`src/rtl/irq_pkg.sv`:
```
package irq_pkg;

    typedef enum logic [1:0] {
        MODE_LEGACY  = 2'd0,
        MODE_MSI     = 2'd1,
        MODE_MSIX    = 2'd2,
        MODE_ILLEGAL = 2'd3
    } irq_mode_e;

    typedef struct packed {
        logic prev;   // previous value of the combined source
        logic pend;   // message waiting for acknowledge
        logic kind;   // 1: MSI, 0: legacy
    } edge_state_t;

    function automatic irq_mode_e decode_mode(input logic msi, input logic msix);
        irq_mode_e m;
        case ({msix, msi})
            2'b00:   m = MODE_LEGACY;
            2'b01:   m = MODE_MSI;
            2'b10:   m = MODE_MSIX;
            default: m = MODE_ILLEGAL;
        endcase
        return m;
    endfunction

endpackage

```
`src/rtl/irq_lowest_pick.sv`:
```
module irq_lowest_pick #(
    parameter int NUM_VEC = 8,
    localparam int VW = (NUM_VEC > 1) ? $clog2(NUM_VEC) : 1
) (
    input  logic [NUM_VEC-1:0] cand,
    output logic               found,
    output logic [VW-1:0]      idx
);
    always_comb begin
        found = 1'b0;
        idx   = '0;
        for (int i = NUM_VEC - 1; i >= 0; i--) begin
            if (cand[i]) begin
                found = 1'b1;
                idx   = VW'(i);
            end
        end
    end
endmodule

```
`src/rtl/irq_edge_merge.sv`:
```
module irq_edge_merge
    import irq_pkg::*;
#(
    parameter int NUM_SRC = 4
) (
    input  logic               clk,
    input  logic               rst_n,
    input  logic               active,
    input  logic               is_msi,
    input  logic [NUM_SRC-1:0] src,
    input  logic               ack,
    output logic               req,
    output logic               kind
);
    edge_state_t st_d, st_q;
    logic        line;
    logic        fire;

    always_comb begin
        line      = |src;
        fire      = line & ~st_q.prev;
        st_d      = st_q;
        st_d.prev = line;
        if (!active) begin
            st_d.pend = 1'b0;
        end else begin
            if (fire && (!st_q.pend || ack)) begin
                st_d.kind = is_msi;
            end
            st_d.pend = (st_q.pend && !ack) || fire;
        end
    end

    always_ff @(posedge clk) begin
        if (!rst_n) begin
            st_q <= '0;
        end else begin
            st_q <= st_d;
        end
    end

    assign req  = st_q.pend;
    assign kind = st_q.kind;
endmodule

```
`src/rtl/irq_msix_ctrl.sv`:
```
module irq_msix_ctrl #(
    parameter int NUM_VEC = 8,
    localparam int VW = (NUM_VEC > 1) ? $clog2(NUM_VEC) : 1
) (
    input  logic               clk,
    input  logic               rst_n,
    input  logic               active,
    input  logic               func_mask,
    input  logic [NUM_VEC-1:0] vec_mask,
    input  logic [NUM_VEC-1:0] raise,
    input  logic               ack,
    output logic               req,
    output logic [VW-1:0]      vec
);
    typedef struct packed {
        logic [NUM_VEC-1:0] pend;
        logic               req;
        logic [VW-1:0]      vec;
    } msix_state_t;

    msix_state_t        st_d, st_q;
    logic [NUM_VEC-1:0] eligible;
    logic [NUM_VEC-1:0] clr;
    logic               have;
    logic [VW-1:0]      pick;

    assign eligible = (active && !func_mask) ? (st_q.pend & ~vec_mask) : '0;

    irq_lowest_pick #(.NUM_VEC(NUM_VEC)) u_pick (
        .cand  (eligible),
        .found (have),
        .idx   (pick)
    );

    always_comb begin
        st_d = st_q;
        clr  = '0;
        if (st_q.req) begin
            if (ack) begin
                st_d.req         = 1'b0;
                clr[st_q.vec]    = 1'b1;
            end
        end else if (have) begin
            st_d.req = 1'b1;
            st_d.vec = pick;
        end
        st_d.pend = (st_q.pend & ~clr) | (active ? raise : '0);
    end

    always_ff @(posedge clk) begin
        if (!rst_n) begin
            st_q <= '0;
        end else begin
            st_q <= st_d;
        end
    end

    assign req = st_q.req;
    assign vec = st_q.vec;
endmodule

```
`src/rtl/irq_requester.sv`:
```
module irq_requester
    import irq_pkg::*;
#(
    parameter int NUM_VEC = 8,
    parameter int NUM_SRC = 4,
    localparam int VW = (NUM_VEC > 1) ? $clog2(NUM_VEC) : 1
) (
    input  logic               clk,
    input  logic               rst_n,
    input  logic               irq_enable,
    input  logic               msi_en,
    input  logic               msix_en,
    input  logic               func_mask,
    input  logic [NUM_VEC-1:0] vec_mask,
    input  logic [NUM_SRC-1:0] src,
    input  logic [NUM_VEC-1:0] vec_raise,
    input  logic               evt_ack,
    input  logic               msix_ack,
    output logic               evt_req,
    output logic               evt_is_msi,
    output logic               msix_req,
    output logic [VW-1:0]      msix_vec,
    output logic               mode_err
);
    irq_mode_e mode;
    logic      edge_active;
    logic      msix_active;

    assign mode        = decode_mode(msi_en, msix_en);
    assign mode_err    = (mode == MODE_ILLEGAL);
    assign edge_active = irq_enable && (mode == MODE_LEGACY || mode == MODE_MSI);
    assign msix_active = irq_enable && (mode == MODE_MSIX);

    irq_edge_merge #(.NUM_SRC(NUM_SRC)) u_edge (
        .clk    (clk),
        .rst_n  (rst_n),
        .active (edge_active),
        .is_msi (mode == MODE_MSI),
        .src    (src),
        .ack    (evt_ack),
        .req    (evt_req),
        .kind   (evt_is_msi)
    );

    irq_msix_ctrl #(.NUM_VEC(NUM_VEC)) u_msix (
        .clk       (clk),
        .rst_n     (rst_n),
        .active    (msix_active),
        .func_mask (func_mask),
        .vec_mask  (vec_mask),
        .raise     (vec_raise),
        .ack       (msix_ack),
        .req       (msix_req),
        .vec       (msix_vec)
    );
endmodule

```
`config.mk`:
```
export PLATFORM = sky130hd
export DESIGN_NAME = irq_requester
export DESIGN_NICKNAME = d
export VERILOG_FILES = /design/src/rtl/irq_pkg.sv /design/src/rtl/irq_lowest_pick.sv /design/src/rtl/irq_edge_merge.sv /design/src/rtl/irq_msix_ctrl.sv /design/src/rtl/irq_requester.sv
export SDC_FILE = /design/constraint.sdc
export NUM_CORES = 1
export LEC_CHECK = 0
export CORE_MARGIN = 3
export CORE_UTILIZATION = 37
export CTS_CLUSTER_DIAMETER = 120
export DETAILED_ROUTE_END_ITERATION = 8
export PLACE_DENSITY = 0.83
export SYNTH_ARGS = -nofsm -noshare
export SYNTH_HDL_FRONTEND = slang
export SYNTH_HIERARCHICAL = 1
export SYNTH_SLANG_ARGS = --single-unit
```
`constraint.sdc`:
```
create_clock -name clk -period 2.1 [get_ports clk]
set_input_delay 0.42 -clock clk [delete_from_list [all_inputs] [get_ports clk]]
set_output_delay 0.42 -clock clk [all_outputs]
set_load 0.005 [all_outputs]
```
==> flow_metrics.tcl, run 1 <==
set metrics [dict create \
    cp.required_ps 2280 \
    synth_top_area_cell "dfxtp_1" \
    total_power_uw 559 \
    chipHeight_um 53.4 \
    antenna_found_initial 0 \
    fmax_mhz 486 \
    cts-htree-levels 1 \
    ir_drop_v 0.000292 \
    timing_worst_setup_path_type "primary input to register" \
    ys.flop_type "dfxtp_1" \
    synthesis.area_sq_um 831 \
    tightest_slew_ps 499 \
    gp_congestion 0.844 \
    clk_latency_ps 280 \
    initial_core_util_pct 40.7 \
    numPortBuffers 34 \
    hold_slack_ps 467 \
    critPathMaxStageDelay_ps 420 \
    final.setup.tns_ps 0 \
    viasPerCell 5.13 \
    p_leak_nw 0.466 \
    ctsHoldBuffers 0 \
    critPathCaptureType "register" \
    die_x_um 53.4 \
    n_antenna_cell 0 \
    dr.pass1.iters 4 \
    min_period_over_period_pct 98.0 \
    postLayoutCoreUtil_pct 64.5 \
    crit_fanout 8 \
    grt_max_degree 17 \
    hpwl_um 1740 \
    synth-async-reset-ratio_pct 0 \
    cts.sinks 15 \
    drc 0 \
    synth_top_area_share_pct 36.1 \
    cts-buffers-inserted 3 \
    fin_nets 163 \
    first_global_vias 873 \
    cts_root_buf "clkbuf_4" \
    cts_buffer_depth 2 \
    cts.clk_slew.worst_paths_ps 90 \
    overflow 0 \
    synthTopCellsByCount "dfxtp_1 (15), nand2_1 (12), nor2b_1 (9)" \
    finalHoldViolCount 0 \
    synth_edf_count 0 \
    drtAntennaViolNets 0 \
    setup_ws_ps 41.5 \
    ys_types 31 \
    rows 16 \
    dpl_worst_slack_ps -314 \
    status "finished clean" \
    relSlewSlack_pct 66.7 \
    core_area_sq_um 2040 \
    cts_tree "done" \
    syn-num-nets 122 \
    fin_skew_ps 4.95 \
    synth_most_common_cell "dfxtp_1" \
    synth_area_leaders "dfxtp_1 (36%), nor3b_1 (7.2%), nor2b_1 (6.8%)" \
    p_per_area_nw_per_um2 424 \
    num_vias 826 \
    yosysWarnings 6 \
    wire_per_inst_um 14.9 \
    drt_iter0_drc 15 \
    path_cells "clkdlybuf4s50_1, and3b_1, nand2b_4, nor3b_2, nor4_2, nand2_1, nor2b_4, mux2i_1, nor2b_1" \
    min_path_type "register to register" \
    grt_pass1_wl_um 3510 \
    postSynthCellCount 94 \
    crit_slowest_cell "clkdlybuf4s50_1" \
    critPathLaunchType "primary input" \
    grt_usage_pct 17.0 \
    cap_viol_max_count 0 \
    slew_violations 0 \
    ys_seq_area_share_pct 36.1 \
    drt_wl_total_um 2400 \
    synth-seq-cells 15 \
    period_needed_ps 2060 \
    area_growth_pct 58.6 \
    rsz0062_at_grt "yes" \
    io-pin-count 35 \
    cp.arrival_ps 2230 \
    syn_area_per_cell_sq_um 8.84 \
    die-area_sq_um 2850 \
    drive_above_1_share_pct 20.1 \
    setup_viol 0 \
    postCtsSetupBuffers 0 \
]
sequential cells by signal (all words and copies together), names as in the netlist:
register and flops:
u_edge/st_q 1, u_edge/req 1, u_msix/vec 3, u_msix/st_q 8
u_edge/kind 1, u_msix/req 1
cell type report:
class                      instances  area [sq um]
fill                             194           724
multi-input combinational         72           553
timing repair buffer              42           400
sequential                        15           300
tap                               27          33.8
clock buffer                       4          26.3
inverter                           1          3.75
worst max-delay path, delay by kind of cell:
| kind | cells | cell delay, ps |
|---|---|---|
| muxes | 1 | 200 |
| buffers and inverters | 1 | 420 |
| and+or+nand+nor | 7 | 1190 |
worst paths after layout:
check / start / end / slack, ps / depth (start not counted)
worst max-delay path: msi_en / u_msix/vec[1] / 40 / 9
worst min-delay path: u_msix/st_q[4] / u_msix/st_q[4] / 470 / 2
worst max register to register: u_msix/st_q[8] / u_msix/vec[1] / 680 / 7
worst min register to register: u_msix/st_q[4] / u_msix/st_q[4] / 470 / 2
metal layers:
metal / up-vias / wire, um / global-route usage [%] / part of all wire [%]
met3: 2 / 143 / 3.66 / 5.9
met2: 28 / 1280 / 32.7 / 53
li1: 411 / - / - / -
met4: 0 / 12 / 8.09 / 0.50
met5: - / 0 / 0 / 0
met1: 385 / 968 / 16.7 / 40
metrics by stage:
stage          cell area [sq um]  instances
2_1_floorplan                831         94
3_3_place_gp                1220        157
3_5_place_dp                1220        157
4_1_cts                     1250        161
5_1_grt                     1320        161
6_report                    1320        161
cells by family after synthesis:
| kind of cell | count (synthesis) | share of synthesized area, % |
|---|---|---|
| and+or+nand+nor | 45 | 34.3 |
| AOI/OAI and AO/OA | 23 | 18.8 |
| DFF | 15 | 36.1 |
| buffers and inverters | 7 | 5.87 |
| muxes | 4 | 4.82 |
timing repair:
| action | 4_1_cts | 5_1_grt |
|---|---|---|
| endpoints found under the setup margin | 3 | 4 |
| pin swaps | 0 | 0 |
| cloned | 0 | 0 |
| gates resized for setup | 1 | 12 |
cells in the final DEF, fill, tap and decap left out, drive strengths merged:
| cell | n |
|---|---|
| clkdlybuf4s50 | 34 |
| dfxtp | 15 |
| nand2 | 12 |
| nor2b | 10 |
| buf | 8 |
| nor3b | 8 |
| a21boi | 8 |
| o21ai | 7 |
| mux2i | 4 |
| clkbuf | 4 |
| nor4 | 3 |
| nor2 | 3 |
| nand2b | 3 |
| o31ai | 2 |
| and2 | 1 |
| and3b | 1 |
| nor4b | 1 |
| and2b | 1 |
| o211a | 1 |
| nand3 | 1 |
| o21a | 1 |
| nand3b | 1 |
| a211oi | 1 |
| inv | 1 |
| a21oi | 1 |
| o21bai | 1 |
| o41ai | 1 |
power by group:
part	switching (mW)	leakage (nW)	internal (mW)
sequential	0.00415	0.122	0.292
clock	0.0914	0.0150	0.0736
combinational	0.0306	0.329	0.0670
Note: power is estimated with default switching activity, not from simulation.
==> run 2, diff against run 1 <==
Settings changed: PLACE_DENSITY 0.83 to 0.84.
==> run 2 against run 1 <==
Net effect:
- sequential power about the same
- worst setup slack better by 11 ps
- die area unchanged
- critical path depth down 5
- first-iteration DRC count down 87%
- combinational power down 0.9%
- clock power up 7%
- power up 1.7%
- largest power group unchanged
==> flow_metrics.tcl, run 2 (synthesis gave the netlist of run 1 again) <==
set metrics [dict create \
    drt_wl_total_um 2260 \
    cp.required_ps 1680 \
    final.setup.tns_ps 0 \
    die_x_um 53.4 \
    grt_usage_pct 17.8 \
    drive_above_1_share_pct 20.1 \
    p_per_area_nw_per_um2 431 \
    min_period_over_period_pct 97.5 \
    cts_buffer_depth 2 \
    critPathCaptureType "primary output" \
    overflow 0 \
    n_antenna_cell 0 \
    rows 16 \
    cts_tree "done" \
    clk_latency_ps 300 \
    top_register "u_msix/st_q" \
    largest_register_ffs 8 \
    cap_viol_max_count 0 \
    drt_iter0_drc 2 \
    postLayoutCoreUtil_pct 64.5 \
    mostFrequentLayoutCell "clkdlybuf4s50_1" \
    min_path_type "register to register" \
    setup_viol 0 \
    num_vias 821 \
    p_leak_nw 0.466 \
    cp.arrival_ps 1630 \
    chipHeight_um 53.4 \
    numPortBuffers 34 \
    setup_ws_ps 53.0 \
    gp_congestion 0.843 \
    die-area_sq_um 2850 \
    slew_violations 0 \
    grt_max_degree 17 \
    hpwl_um 1720 \
    drtAntennaViolNets 0 \
    finalHoldViolCount 0 \
    first_global_vias 881 \
    cts.clk_slew.worst_paths_ps 90 \
    total_power_uw 568 \
    cts.sinks 15 \
    crit_fanout 3 \
    relSlewSlack_pct 68.4 \
    viasPerCell 5.10 \
    cts-htree-levels 1 \
    crit_slowest_cell "clkdlybuf4s50_1" \
    dr.pass1.iters 4 \
    antenna_found_initial 0 \
    timing_worst_setup_path_type "primary input to primary output" \
    grt_pass1_wl_um 3620 \
    fillers 175 \
    postCtsSetupBuffers 0 \
    critPathMaxStageDelay_ps 490 \
    io-pin-count 35 \
    fin_skew_ps 0.990 \
    ir_drop_v 0.000428 \
    tightest_slew_ps 472 \
    final_cell_mix "clkdlybuf4s50_1 (34), dfxtp_1 (15), nand2_1 (12)" \
    core_area_sq_um 2040 \
    cts-buffers-inserted 3 \
    dpl_worst_slack_ps -272 \
    cts_root_buf "clkbuf_4" \
    path_common_cell "clkdlybuf4s50_1" \
    critPathLaunchType "primary input" \
    stdcell_count 161 \
    drc 0 \
    fin_nets 163 \
    area_growth_pct 58.6 \
    path_cells "clkdlybuf4s50_1, buf_4, and2_2, clkdlybuf4s50_1" \
    wire_per_inst_um 14.1 \
    period_needed_ps 2050 \
    fmax_mhz 489 \
    status "finished clean" \
    dp_cells 157 \
    initial_core_util_pct 40.7 \
]
-- run 2: cell counts in the layout (fill, tap and decap cells not counted) --
No cell type changed its count.
-- run 2: worst max-delay path, delay by kind of cell --
kind	cells	cell delay, ps
buffers and inverters	3	1070
AND/OR/NAND/NOR	1	130
-- run 2: report_power, final --
group          switching (mW)  internal, mW
Clock                   0.101        0.0742
Sequential            0.00392         0.292
Combinational          0.0297        0.0670
-- run 2: layout make-up --
| cell class | count | area [sq um] | area share, % |
|---|---|---|---|
| clock buffers | 4 | 26.3 | 1.99 |
| well taps | 27 | 33.8 | 2.56 |
| repair buffers | 42 | 400 | 30.4 |
| flip-flops and latches | 15 | 300 | 22.8 |
| multi-input cells | 72 | 553 | 42.0 |
| inverters | 1 | 3.75 | 0.285 |
-- run 2: metrics by stage --
stage | hold slack (ps) | instance area (sq um)
after global placement | 446 | 1220
after floorplan | 442 | 831
after CTS | 474 | 1250
after detailed placement | 459 | 1220
after global routing | 514 | 1320
final | 471 | 1320
-- run 2: routing by layer --
layer  GRT usage [%]  wire length, um  vias to the layer above
met3            7.61              190                        4
met4            7.66               37                        0
li1                -                -                      410
met2            32.9             1150                       35
met1            16.9              888                      372
met5               0                0                        -
-- run 2: timing repair --
action | CTS | global route
hold buffers | 0 | 0
resized for setup | 0 | 13
endpoints found under the setup margin | 0 | 3
-- run 2: path summary, 6_finish.rpt --
path | startpoint | slack [ps] | to | cells after the start
worst max-delay path | msix_en | 50 | mode_err | 4
worst max register to register | u_msix/st_q[7] | 720 | u_msix/vec[2] | 6
worst min register to register | u_msix/st_q[5] | 470 | u_msix/st_q[5] | 2
worst min-delay path | u_msix/st_q[5] | 470 | u_msix/st_q[5] | 2
==> run 3, diff against run 2 <==
--- a/config.mk
+++ b/config.mk
@@ -12,2 +12,3 @@
 export PLACE_DENSITY = 0.84
+export SETUP_SLACK_MARGIN = 0.4
 export SYNTH_ARGS = -nofsm -noshare
@@ -16 +17,2 @@
 export SYNTH_SLANG_ARGS = --single-unit
+export TNS_END_PERCENT = 1
--- a/constraint.sdc
+++ b/constraint.sdc
@@ -3,2 +3,2 @@
 set_output_delay 0.42 -clock clk [all_outputs]
-set_load 0.005 [all_outputs]
+set_load 0.05 [all_outputs]
==> run 3 against run 2 <==
Net effect:
- worst hold slack better by 17 ps
- global-route usage fell by 0.95 points
- final cell count fell by 1.2%
- combinational power is 13% higher
- sequential share of layout area fell by 0.47 points
- sequential power is essentially flat
- critical path depth shrank 3
- maximum frequency is 9.4% higher
- critical path type is now register to primary output
==> flow_metrics.tcl, run 3 (synthesis gave the netlist of run 1 again) <==
set metrics [dict create \
    status "finished clean" \
    setup_ws_ps 229 \
    die-area_sq_um 2850 \
    cts_buffer_depth 2 \
    dr.pass1.iters 4 \
    r2r_setup_slack_ps 720 \
    grt_pass1_wl_um 3500 \
    io-pin-count 35 \
    finalHoldViolCount 0 \
    cts.sinks 15 \
    num_vias 811 \
    critPathLaunchType "register" \
    fillers 187 \
    top_register "u_msix/st_q" \
    rows 16 \
    drc 0 \
    dpl_worst_slack_ps -266 \
    holdPathEnd "u_edge/kind" \
    antenna_found_initial 0 \
    path_cells "clkdlybuf4s50_1" \
    initial_core_util_pct 40.7 \
    fin_nets 161 \
    gp_congestion 0.790 \
    p_leak_nw 0.540 \
    overflow 0 \
    fmax_mhz 534 \
    worstHoldStart "u_edge/kind" \
    critPathMaxStageDelay_ps 810 \
    multiInputGateArea_sq_um 589 \
    area_growth_pct 61.9 \
    final_cell_mix "clkdlybuf4s50_1 (27), dfxtp_1 (15), nand2_1 (12)" \
    fin_skew_ps 4.63 \
    first_global_vias 858 \
    cap_viol_max_count 0 \
    cts_tree "done" \
    relSlewSlack_pct 66.8 \
    numPortBuffers 34 \
    grt_usage_pct 16.9 \
    crit_slowest_cell "clkdlybuf4s50_1" \
    setup_viol 0 \
    slew_violations 0 \
    cts-htree-levels 1 \
    cts-buffers-inserted 3 \
    die_x_um 53.4 \
    clk_latency_ps 270 \
    ctsHoldBuffers 0 \
    r2r-end "u_msix/vec[1]" \
    period_needed_ps 1870 \
    drive_above_1_share_pct 20.5 \
    drt_wl_total_um 2140 \
    min_period_over_period_pct 89.1 \
    core_area_sq_um 2040 \
    rsz0062_at_grt "yes" \
    tightest_slew_ps 498 \
    largest_register_ffs 8 \
    drt_iter0_drc 7 \
    crit_buf_inv 1 \
    whs_path_depth 2 \
    final.setup.tns_ps 0 \
    timing_worst_setup_path_type "register to primary output" \
    r2r_start "u_msix/st_q[11]" \
    mostFrequentLayoutCell "clkdlybuf4s50_1" \
    p_per_area_nw_per_um2 419 \
    grt_max_degree 17 \
    hpwl_um 1680 \
    cts.clk_slew.worst_paths_ps 80 \
    drtAntennaViolNets 0 \
    regArea_sq_um 300 \
    r2r_cells 6 \
    n_antenna_cell 0 \
    cts_root_buf "clkbuf_4" \
    hold_slack_ps 488 \
    crit_fanout 4 \
    min_path_type "register to register" \
    wire_per_inst_um 13.5 \
    chipHeight_um 53.4 \
    cp.required_ps 1680 \
    cp.arrival_ps 1450 \
    critPathCaptureType "primary output" \
    viasPerCell 5.10 \
    ir_drop_v 0.000365 \
    cp_top_family "buffers and inverters" \
]
## run 3: layout make-up
cell class                 instances  share of cell area, %
inverter                           1                  0.279
clock buffer                       4                   1.95
sequential                        15                   22.3
timing repair buffer              40                   29.1
multi-input combinational         72                   43.8
tap                               27                   2.51
## run 3: what timing repair did
action | in CTS | in global routing
setup buffers | 0 | 0
resized for setup | 8 | 1
endpoints found under the hold margin | 0 | 0
endpoints found under the setup margin | 11 | 10
pin swaps | 5 | 0
## run 3: where the power goes
group	switching (mW)	internal, mW	total [mW]
Sequential	0.00454	0.292	0.297
Clock	0.0841	0.0736	0.158
Combinational	0.0401	0.0688	0.109
## run 3: worst max path at each step
| stage | from | to | cells after the start |
|---|---|---|---|
| after global placement | msix_en | u_msix/vec[1] | 9 |
| after CTS | u_msix/req | msix_req | 1 |
| after detailed placement | msi_en | u_msix/vec[1] | 9 |
| final | u_msix/vec[0] | msix_vec[0] | 1 |
| after global routing | u_msix/vec[0] | msix_vec[0] | 1 |
| after floorplan | msi_en | u_msix/vec[0] | 10 |
## run 3: per-stage QoR
stage | total power, mW | instances | cell area, sq um | util [%]
after floorplan | 0.344 | 94 | 938 | -
after global placement | 0.411 | 155 | 1310 | 64.2
after detailed placement | 0.413 | 155 | 1310 | 64.2
after CTS | 0.570 | 159 | 1340 | 65.7
after global routing | 0.595 | 159 | 1350 | 65.9
final | 0.563 | 159 | 1350 | 65.9
## run 3: per-layer routing
metal,track usage [%],share of wire (%),vias up
li1,-,-,405
met1,16.8,41,373
met2,31.2,51,31
met3,5.07,7.4,2
met4,8.09,0.65,0
met5,0,0,-
